===== src/rtl/evc_pkg.sv =====
package evc_pkg;
  localparam int NUM_CNT = 2;

  localparam logic [1:0] ADDR_CTRL = 2'd0;
  localparam logic [1:0] ADDR_CNT0 = 2'd1;
  localparam logic [1:0] ADDR_CNT1 = 2'd2;

  // Control word, packed LSB-first: cntEn[1:0], irqEn[3:2], modeSel[4]
  typedef struct packed {
    logic       modeSel;
    logic [1:0] irqEn;
    logic [1:0] cntEn;
  } ctrlReg_t;

  localparam int CTRL_W = $bits(ctrlReg_t);

  // Strobes from control to datapath
  typedef struct packed {
    logic [NUM_CNT-1:0] wrCnt;
    logic [NUM_CNT-1:0] incEn;
  } dpStrobes_t;
endpackage


===== src/rtl/evc_counter.sv =====
module evc_counter #(
  parameter int CNT_W  = 20,
  parameter int DATA_W = 32,
  parameter int EVT_W  = 4
) (
  input  logic              clk,
  input  logic              rstN,
  input  logic              wrEn,
  input  logic [DATA_W-1:0] wrData,
  input  logic              incEn,
  input  logic [EVT_W-1:0]  evt,
  output logic [CNT_W-1:0]  cnt,
  output logic              wrap
);
  // Highest legal preset: one worst-case step below the top keeps a single wrap per cycle
  localparam logic [DATA_W-1:0] CEIL = DATA_W'((2 ** CNT_W) - (2 ** EVT_W));

  logic [CNT_W-1:0] cntQ;
  logic [CNT_W:0]   sum;
  logic [CNT_W-1:0] presetVal;

  assign sum       = {1'b0, cntQ} + (CNT_W + 1)'(evt);
  assign presetVal = (wrData > CEIL) ? CEIL[CNT_W-1:0] : wrData[CNT_W-1:0];
  assign wrap      = incEn && !wrEn && sum[CNT_W];
  assign cnt       = cntQ;

  always_ff @(posedge clk or negedge rstN) begin
    if (!rstN)      cntQ <= '0;
    else if (wrEn)  cntQ <= presetVal;
    else if (incEn) cntQ <= sum[CNT_W-1:0];
  end
endmodule


===== src/rtl/evc_datapath.sv =====
module evc_datapath
  import evc_pkg::*;
#(
  parameter int CNT_W  = 20,
  parameter int DATA_W = 32,
  parameter int EVT0_W = 4,
  parameter int EVT1_W = 2
) (
  input  logic               clk,
  input  logic               rstN,
  input  dpStrobes_t         strobes,
  input  logic [DATA_W-1:0]  wrData,
  input  logic [EVT0_W-1:0]  evt0,
  input  logic [EVT1_W-1:0]  evt1,
  output logic [CNT_W-1:0]   cnt0,
  output logic [CNT_W-1:0]   cnt1,
  output logic [NUM_CNT-1:0] wrap
);
  localparam int EVT_MAX = (EVT0_W > EVT1_W) ? EVT0_W : EVT1_W;

  logic [NUM_CNT-1:0][EVT_MAX-1:0] evtArr;
  logic [NUM_CNT-1:0][CNT_W-1:0]   cntArr;

  assign evtArr[0] = EVT_MAX'(evt0);
  assign evtArr[1] = EVT_MAX'(evt1);

  for (genvar i = 0; i < NUM_CNT; i++) begin : g_slice
    localparam int EW = (i == 0) ? EVT0_W : EVT1_W;
    evc_counter #(
      .CNT_W (CNT_W),
      .DATA_W(DATA_W),
      .EVT_W (EW)
    ) u_cnt (
      .clk   (clk),
      .rstN  (rstN),
      .wrEn  (strobes.wrCnt[i]),
      .wrData(wrData),
      .incEn (strobes.incEn[i]),
      .evt   (evtArr[i][EW-1:0]),
      .cnt   (cntArr[i]),
      .wrap  (wrap[i])
    );
  end

  assign cnt0 = cntArr[0];
  assign cnt1 = cntArr[1];
endmodule


===== src/rtl/evc_ctrl.sv =====
module evc_ctrl
  import evc_pkg::*;
#(
  parameter int CNT_W  = 20,
  parameter int DATA_W = 32
) (
  input  logic               clk,
  input  logic               rstN,
  input  logic               regWe,
  input  logic [1:0]         regAddr,
  input  logic [DATA_W-1:0]  regWdata,
  output logic [DATA_W-1:0]  regRdata,
  input  logic               sysCountEn,
  input  logic               procCountEn,
  input  logic               ackValid,
  input  logic               ackIdx,
  input  logic [NUM_CNT-1:0] wrap,
  input  logic [CNT_W-1:0]   cnt0,
  input  logic [CNT_W-1:0]   cnt1,
  output dpStrobes_t         strobes,
  output logic [NUM_CNT-1:0] pending,
  output logic               irq
);
  localparam int PEND_LSB = 8;

  ctrlReg_t ctrlQ;
  logic     countGate;

  always_ff @(posedge clk or negedge rstN) begin
    if (!rstN)                               ctrlQ <= '0;
    else if (regWe && regAddr == ADDR_CTRL)  ctrlQ <= ctrlReg_t'(regWdata[CTRL_W-1:0]);
  end

  assign countGate = sysCountEn || procCountEn;

  always_comb begin
    strobes.wrCnt[0] = regWe && (regAddr == ADDR_CNT0);
    strobes.wrCnt[1] = regWe && (regAddr == ADDR_CNT1);
    strobes.incEn    = ctrlQ.cntEn & {NUM_CNT{countGate}};
  end

  for (genvar i = 0; i < NUM_CNT; i++) begin : g_pend
    localparam logic IDX = 1'(i);
    // A fresh overflow outranks an acknowledge in the same cycle
    always_ff @(posedge clk or negedge rstN) begin
      if (!rstN)                             pending[i] <= 1'b0;
      else if (wrap[i] && ctrlQ.irqEn[i])    pending[i] <= 1'b1;
      else if (ackValid && ackIdx == IDX)    pending[i] <= 1'b0;
    end
  end

  assign irq = |pending;

  always_comb begin
    regRdata = '0;
    unique case (regAddr)
      ADDR_CTRL: begin
        regRdata[CTRL_W-1:0]                 = ctrlQ;
        regRdata[PEND_LSB+NUM_CNT-1:PEND_LSB] = pending;
      end
      ADDR_CNT0: regRdata[CNT_W-1:0] = cnt0;
      ADDR_CNT1: regRdata[CNT_W-1:0] = cnt1;
      default:   regRdata = '0;
    endcase
  end
endmodule


===== src/rtl/dual_evt_counter.sv =====
module dual_evt_counter
  import evc_pkg::*;
#(
  parameter int CNT_W  = 20,
  parameter int DATA_W = 32,
  parameter int EVT0_W = 4,
  parameter int EVT1_W = 2
) (
  input  logic              clk,
  input  logic              rstN,
  input  logic              regWe,
  input  logic [1:0]        regAddr,
  input  logic [DATA_W-1:0] regWdata,
  output logic [DATA_W-1:0] regRdata,
  input  logic              sysCountEn,
  input  logic              procCountEn,
  input  logic [EVT0_W-1:0] evtCount0,
  input  logic [EVT1_W-1:0] evtCount1,
  input  logic              ackValid,
  input  logic              ackIdx,
  output logic              irq
);
  dpStrobes_t         strobes;
  logic [NUM_CNT-1:0] wrap;
  logic [NUM_CNT-1:0] pending;
  logic [CNT_W-1:0]   cnt0;
  logic [CNT_W-1:0]   cnt1;

  evc_ctrl #(.CNT_W(CNT_W), .DATA_W(DATA_W)) u_ctrl (
    .clk        (clk),
    .rstN       (rstN),
    .regWe      (regWe),
    .regAddr    (regAddr),
    .regWdata   (regWdata),
    .regRdata   (regRdata),
    .sysCountEn (sysCountEn),
    .procCountEn(procCountEn),
    .ackValid   (ackValid),
    .ackIdx     (ackIdx),
    .wrap       (wrap),
    .cnt0       (cnt0),
    .cnt1       (cnt1),
    .strobes    (strobes),
    .pending    (pending),
    .irq        (irq)
  );

  evc_datapath #(
    .CNT_W (CNT_W),
    .DATA_W(DATA_W),
    .EVT0_W(EVT0_W),
    .EVT1_W(EVT1_W)
  ) u_dp (
    .clk    (clk),
    .rstN   (rstN),
    .strobes(strobes),
    .wrData (regWdata),
    .evt0   (evtCount0),
    .evt1   (evtCount1),
    .cnt0   (cnt0),
    .cnt1   (cnt1),
    .wrap   (wrap)
  );
endmodule


===== config.mk =====
export PLATFORM = sky130hd
export DESIGN_NAME = dual_evt_counter
export DESIGN_NICKNAME = d
export VERILOG_FILES = /design/src/rtl/evc_pkg.sv /design/src/rtl/evc_counter.sv /design/src/rtl/evc_datapath.sv /design/src/rtl/evc_ctrl.sv /design/src/rtl/dual_evt_counter.sv
export SDC_FILE = /design/constraint.sdc
export NUM_CORES = 1
export LEC_CHECK = 0
export ABC_AREA = 1
export CAP_MARGIN = 20
export CORE_MARGIN = 2
export CORE_UTILIZATION = 48
export DETAILED_ROUTE_END_ITERATION = 16
export PLACE_DENSITY_LB_ADDON = 0.08
export SLEW_MARGIN = 20
export SYNTH_ARGS = -nofsm -noshare
export SYNTH_HDL_FRONTEND = slang
export SYNTH_SLANG_ARGS = --single-unit

===== constraint.sdc =====
create_clock -name clk -period 2 [get_ports clk]
set_input_delay 0.4 -clock clk [delete_from_list [all_inputs] [get_ports clk]]
set_output_delay 0.4 -clock clk [all_outputs]
set_load 0.1 [all_outputs]

==> flow_metrics.py, run 1 <==
metrics = {
    "synth": {
        "synth_compound_area_share_pct": 9.21,
        "synth_top_cell_by_area": "dfrtp_1",
        "ys_ff_latch": 47,
        "ys_types": 46,
        "synth_top_family_by_area": "simple AND/OR/NAND/NOR gates",
        "synth_top_area_share_pct": 28.1,
        "synth_xor_area_share_pct": 2.09,
        "syn_area_per_cell_um2": 6.24,
        "synth_edf_count": 0,
        "synth_area_um2": 4190,
        "async_reset_ff_share_pct": 100,
        "synth_flop_cell": "dfrtp_1",
        "synth-adder-area-share_pct": 3.95,
        "synth-simple-area-share_pct": 43.5,
        "synthTopCellsByArea": "dfrtp_1 (28%), nand2_1 (22%), nand3_1 (7.5%), inv_1 (7.2%), nor2_1 (4.6%)",
        "yosysSeqAreaShare_pct": 28.1,
        "muxShareOfSynthArea_pct": 0.807,
        "yosys_warnings": 0,
        "synth_cells": 671,
    },
    "worst_setup_path": {
        "cp_num_buf_inv": 5,
        "crit_slowest_cell": "ha_2",
        "required_ps": 1600,
        "cp-end-kind": "output port",
        "setup.worst_path.class": "in -> out",
        "crit_family": "buffers and inverters",
        "crit_arrival_ps": 1560,
        "crit_fanout": 5,
        "cp-start-kind": "input port",
        "cp_slowest_stage_delay_ps": 320,
        "cp_common_cell": "inv_2",
        "path_cells": "buf_4 -> inv_2 -> ha_2 -> inv_2 -> bufbuf_16 -> a21oi_4 -> buf_12",
    },
    "die": {
        "start_util_pct": 48.7,
        "die-height_um": 97.4,
        "row_count": 34,
        "fp.dieArea_um2": 9480,
        "die_x_um": 97.4,
        "core_area_um2": 8590,
        "ioPinCount": 80,
    },
    "pwr": {
        "p_seq_share_pct": 31.4,
        "powerDensity_nw_per_um2": 909,
        "ir_drop_v": 0.000485,
        "p_int_mw": 2.82,
        "p_clk_share_pct": 10.5,
        "combinationalPowerShare_pct": 58.1,
        "p_switching_mw": 2.84,
        "p_leak_nw": 2.99,
        "swShare_pct": 50.2,
    },
    "route": {
        "routed_wl_mm": 14.6,
        "route.detailed.drc": 0,
        "vias": 4899,
        "antenna_left": 0,
        "dr.pass1.iters": 4,
        "wl_per_cell_um": 15.9,
        "vias_per_cell": 5.32,
        "drt_iter0_drc": 236,
    },
    "timing": {
        "min_period_ps": 1960,
        "setup_viol": 0,
        "fin_skew_ps": 13.8,
        "hold_viol": 0,
        "min_period_over_period_pct": 98.0,
        "finalMaxSlewViolations": 0,
        "hold_ws_ps": 60.4,
        "max_clock_freq_mhz": 510,
    },
    "global_route": {
        "grt_usage_pct": 31.8,
        "grt_antenna_before_repair": 0,
        "overflow": 0,
        "grt_max_degree": 48,
        "grt_first_pass_wirelength_mm": 24.3,
        "grt_pass1_vias": 4966,
    },
    "final_layout": {
        "fin_nets": 871,
        "drive_above_1_share_pct": 26.2,
        "final_core_util_pct": 72.5,
        "syn_to_final_growth_pct": 48.7,
        "diodes": 0,
        "final_cells": 921,
    },
    "clocking": {
        "cts_root_buffer": "clkbuf_8",
        "clk_latency_ps": 320,
        "cts_hold_buffers": 0,
        "clk_pin_slew_worst_paths_ps": 90,
        "ctsHtreeMaxLevel": 2,
        "cts_sinks": 47,
        "cts_buffers": 5,
        "clock_path_buffers": 2,
        "tritoncts": "yes",
    },
    "run_status": {
        "status": "finished, final reports clean",
    },
    "place": {
        "dpl.cell_count": 906,
        "hpwl_mm": 11.5,
        "gp_congestion": 0.943,
        "port_buffers": 67,
    },
    "job": {
        "max_cap_viol_count": 0,
    },
    "worst_hold_path": {
        "hold_class": "in -> async",
    },
}
## worst reg2reg max path, delay by kind of cell (launching register included)
kind,cells,cell delay [ps]
AOI/OAI and AO/OA,3,290
adders and majority gates,2,510
and+or+nand+nor,3,230
buffers and inverters,5,380
DFF,1,360
## layout make-up
type,instances,area [um^2]
flip-flops and latches,47,1180
clock buffers,7,76.3
repair buffers,156,1640
fillers,764,2370
clock inverters,1,5.00
multi-input cells,516,2840
inverters,86,355
well taps,108,135
## synthesized netlist by cell type, types with 2 or more instances
library cell	n
dfrtp_1	47
nor3_2	2
o21ai_0	20
nor2_2	5
a31oi_1	6
nand2_4	2
nor3_1	8
nand2_1	245
inv_1	80
xnor2_1	3
o21ai_2	2
inv_2	6
o21ai_1	2
clkbuf_1	13
xor2_1	7
buf_2	5
nand2_2	5
nand3_1	63
or2_2	2
fa_1	2
nor2_4	2
nand4_1	16
ha_1	10
mux2_2	3
nor4_1	2
nand3_2	4
o211ai_1	2
buf_4	12
a21oi_1	28
nor2_1	51
## state kept, by name, summed over array words and instances (netlist names)
signal and flops:
u_dp.g_slice.u_cnt.cnt 40, u_ctrl.ctrlQ 5, u_ctrl.pending 2
## path summary, 6_finish.rpt
check	endpoint	cells past startpoint	startpoint	slack, ps
max	regRdata[11]	7	regAddr[1]	40
min	u_dp.g_slice[0].u_cnt.cnt[0]$_DFFE_PN0P_	2	rstN	60
max reg2reg	u_dp.g_slice[0].u_cnt.cnt[4]$_DFFE_PN0P_	13	u_dp.g_slice[0].u_cnt.cnt[0]$_DFFE_PN0P_	110
min reg2reg	u_ctrl.ctrlQ[4]$_DFFE_PN0P_	1	u_ctrl.ctrlQ[4]$_DFFE_PN0P_	520
max in group asynchronous	u_dp.g_slice[1].u_cnt.cnt[4]$_DFFE_PN0P_	2	rstN	1700
min in group clk	u_dp.g_slice[1].u_cnt.cnt[0]$_DFFE_PN0P_	4	evtCount1[0]	480
## per-stage QoR
step | TNS [ps] | power (mW) | setup slack (ps) | instance area [um^2]
after floorplan | -4.06 | 3.63 | -2.03 | 4420
after global placement | -17380 | 4.71 | -425 | 5900
after detailed placement | -20740 | 4.79 | -510 | 5900
after CTS | 0 | 5.49 | 12.8 | 6090
after global routing | -62.8 | 6.04 | -49.2 | 6230
final | 0 | 5.66 | 40.7 | 6230
## layout by cell type (no fill, tap or decap), drive strengths merged
cell,netlist,layout
a21oi,28,28
a22oi,2,2
a31oi,6,6
and2,1,1
and3,1,1
buf,19,112
bufbuf,0,1
clkbuf,14,7
clkdlybuf4s50,0,39
clkinv,0,1
clkinvlp,0,8
conb,1,12
dfrtp,47,47
dlygate4sd2,0,1
dlymetal6s2s,0,3
fa,2,2
ha,10,10
inv,86,78
mux2,3,3
nand2,252,252
nand3,68,68
nand3b,1,1
nand4,16,16
nor2,58,58
nor3,11,11
nor4,2,2
o211ai,2,2
o21ai,25,25
o21bai,1,1
o221ai,1,1
o31ai,1,1
or2,3,3
xnor2,3,3
xor2,7,7
## layer usage
layer,GRT usage (%),share of wire [%]
met2,55.6,50
met3,3.38,7.0
met4,8.33,1.9
met5,0,0
met1,42.0,41
## cell families (layout without fill, tap and decap cells)
family,Yosys count,count (layout)
buffers and inverters,119,250
adders and majority gates,12,12
and+or+nand+nor,413,413
AOI/OAI and AO/OA,66,66
xor gates and xnor gates,10,10
other,1,12
muxes,3,3
DFF,47,47
## power groups by stage
| stage | clock network, mW | registers (mW) | logic [mW] |
|---|---|---|---|
| 6_report | 0.594 | 1.78 | 3.29 |
| 5_1_grt | 0.637 | 1.82 | 3.58 |
| 4_1_cts | 0.597 | 1.75 | 3.14 |
| 3_5_place_dp | 0 | 1.77 | 3.02 |
| 3_3_place_gp | 0 | 1.76 | 2.95 |
| 2_1_floorplan | 0 | 1.56 | 2.07 |
## what timing repair did
| action | in CTS | in global routing |
|---|---|---|
| gates cloned | 1 | 0 |
| setup buffers | 3 | 3 |
| setup endpoints to repair | 42 | 33 |
| pin swaps | 12 | 16 |
| gates resized for setup | 35 | 32 |
Power figures use the tool's default switching activity.
==> run 2, diff against run 1 <==
Settings changed: CORE_UTILIZATION 48 to 35, GPL_ROUTABILITY_DRIVEN set to 0.
==> run 2 against run 1 <==
Net effect:
- non-clock buffer count decreased by 7
- sequential power about the same
- cell area increased by 1.6%
- highest routed layer unchanged
- register-to-register slack about the same
- largest power group unchanged
==> flow_metrics.py, run 2 (synthesis results as in run 1) <==
metrics = {
    "clocking": {
        "cts_buffers": 5,
        "clk_latency_ps": 290,
        "cts_root_buffer": "clkbuf_16",
        "tritoncts": "yes",
        "clock_path_buffers": 2,
        "cts_sinks": 47,
        "cts_hold_buffers": 0,
        "clk_pin_slew_worst_paths_ps": 70,
        "ctsHtreeMaxLevel": 2,
    },
    "die": {
        "core_area_um2": 11600,
        "ioPinCount": 80,
        "die-height_um": 113,
        "start_util_pct": 36.2,
        "row_count": 39,
        "fp.dieArea_um2": 12900,
        "die_x_um": 113,
    },
    "pwr": {
        "p_int_mw": 3.03,
        "p_leak_nw": 2.98,
        "combinationalPowerShare_pct": 55.2,
        "p_switching_mw": 2.84,
        "p_seq_share_pct": 30.4,
        "ir_drop_v": 0.000533,
        "swShare_pct": 48.4,
        "powerDensity_nw_per_um2": 929,
        "p_clk_share_pct": 14.5,
    },
    "global_route": {
        "grt_max_degree": 28,
        "grt_antenna_before_repair": 0,
        "overflow": 0,
        "grt_first_pass_wirelength_mm": 23.8,
        "grt_usage_pct": 23.5,
        "grt_pass1_vias": 4803,
    },
    "run_status": {
        "status": "finished, final reports clean",
    },
    "route": {
        "route.detailed.drc": 0,
        "dr.pass1.iters": 4,
        "vias_per_cell": 5.00,
        "wl_per_cell_um": 15.4,
        "vias": 4743,
        "drt_iter0_drc": 195,
        "antenna_left": 0,
        "routed_wl_mm": 14.6,
    },
    "place": {
        "dpl.cell_count": 936,
        "port_buffers": 67,
        "hpwl_mm": 11.6,
    },
    "worst_setup_path": {
        "crit_arrival_ps": 1520,
        "cp-start-kind": "input port",
        "crit_fanout": 11,
        "setup.worst_path.class": "in -> out",
        "crit_family": "buffers and inverters",
        "cp_common_cell": "buf_12",
        "required_ps": 1600,
        "cp_slowest_stage_delay_ps": 220,
        "path_depth": 8,
        "cp_num_buf_inv": 5,
        "crit_slowest_cell": "a21oi_4",
        "rr_worst_depth": 12,
        "cp-end-kind": "output port",
        "path_cells": "buf_4 -> inv_2 -> ha_4 -> buf_12 -> buf_12 -> nand2_1 -> a21oi_4 -> buf_12",
    },
    "final_layout": {
        "drive_above_1_share_pct": 26.1,
        "final_core_util_pct": 54.7,
        "diodes": 0,
        "final_common_cell": "nand2_1",
        "final_cells": 949,
        "syn_to_final_growth_pct": 51.1,
        "layout_common_cells": "nand2_1 (233), buf_4 (72), inv_1 (64)",
        "largest_register_ff_count": 40,
        "fin_nets": 864,
    },
    "timing": {
        "worst_pin_slew_ps": 562,
        "min_period_ps": 1920,
        "finalMaxSlewViolations": 0,
        "min_period_over_period_pct": 95.9,
        "max_clock_freq_mhz": 521,
        "setup_viol": 0,
        "slew_headroom_pct": 62.6,
        "hold_viol": 0,
        "fin_skew_ps": 5.07,
        "rsz0062_at_grt": "false",
        "hold_ws_ps": 94.9,
    },
    "worst_hold_path": {
        "hold_class": "in -> async",
    },
    "job": {
        "max_cap_viol_count": 0,
    },
}
[run 2: through the flow]
stage / instance area, um^2 / power [mW] / setup slack (ps) / setup TNS (ps)
floorplan: 4420 / 3.63 / -2.03 / -4.06
global placement: 5940 / 4.79 / -557 / -18270
detailed placement: 5940 / 4.84 / -604 / -19770
CTS: 6200 / 5.81 / -15.7 / -15.7
global route: 6320 / 6.31 / 2.19 / 0
finish: 6320 / 5.88 / 81.3 / 0
[run 2: final timing paths]
path / start / endpoint / slack (ps)
max reg2reg: u_dp.g_slice[0].u_cnt.cnt[0]$_DFFE_PN0P_ / u_dp.g_slice[0].u_cnt.cnt[6]$_DFFE_PN0P_ / 100
max in group asynchronous: rstN / u_dp.g_slice[1].u_cnt.cnt[13]$_DFFE_PN0P_ / 1350
min in group clk: evtCount1[0] / u_dp.g_slice[1].u_cnt.cnt[0]$_DFFE_PN0P_ / 480
max: regAddr[1] / regRdata[11] / 80
min: rstN / u_dp.g_slice[0].u_cnt.cnt[8]$_DFFE_PN0P_ / 90
min reg2reg: u_ctrl.ctrlQ[4]$_DFFE_PN0P_ / u_ctrl.ctrlQ[4]$_DFFE_PN0P_ / 510
[run 2: what timing repair did]
item / in CTS / in global routing
pin swaps: 11 / 15
gates cloned: 1 / 0
setup buffers: 2 / 2
resized for setup: 39 / 31
setup endpoints to repair: 40 / 41
[run 2: layer usage]
layer | wire length (um) | GRT usage [%] | vias to the layer above
li1 | - | - | 2378
met1 | 6550 | 31.0 | 2204
met2 | 6980 | 40.9 | 139
met3 | 704 | 2.66 | 22
met4 | 347 | 6.26 | 0
met5 | 0 | 0 | -
[run 2: layout make-up]
class | count | area, um^2
Timing Repair Buffer | 149 | 1630
Fill cell | 1141 | 5240
Sequential cell | 47 | 1180
Inverter | 86 | 353
Clock buffer | 5 | 125
Clock inverter | 3 | 15.0
Multi-Input combinational cell | 516 | 2850
Tap cell | 143 | 179
[run 2: power by group through the flow]
stage / Sequential, mW / Clock [mW] / Combinational, mW
floorplan: 1.56 / 0 / 2.07
global placement: 1.78 / 0 / 3.01
detailed placement: 1.79 / 0 / 3.04
CTS: 1.78 / 0.862 / 3.17
global route: 1.83 / 0.911 / 3.57
finish: 1.78 / 0.850 / 3.24
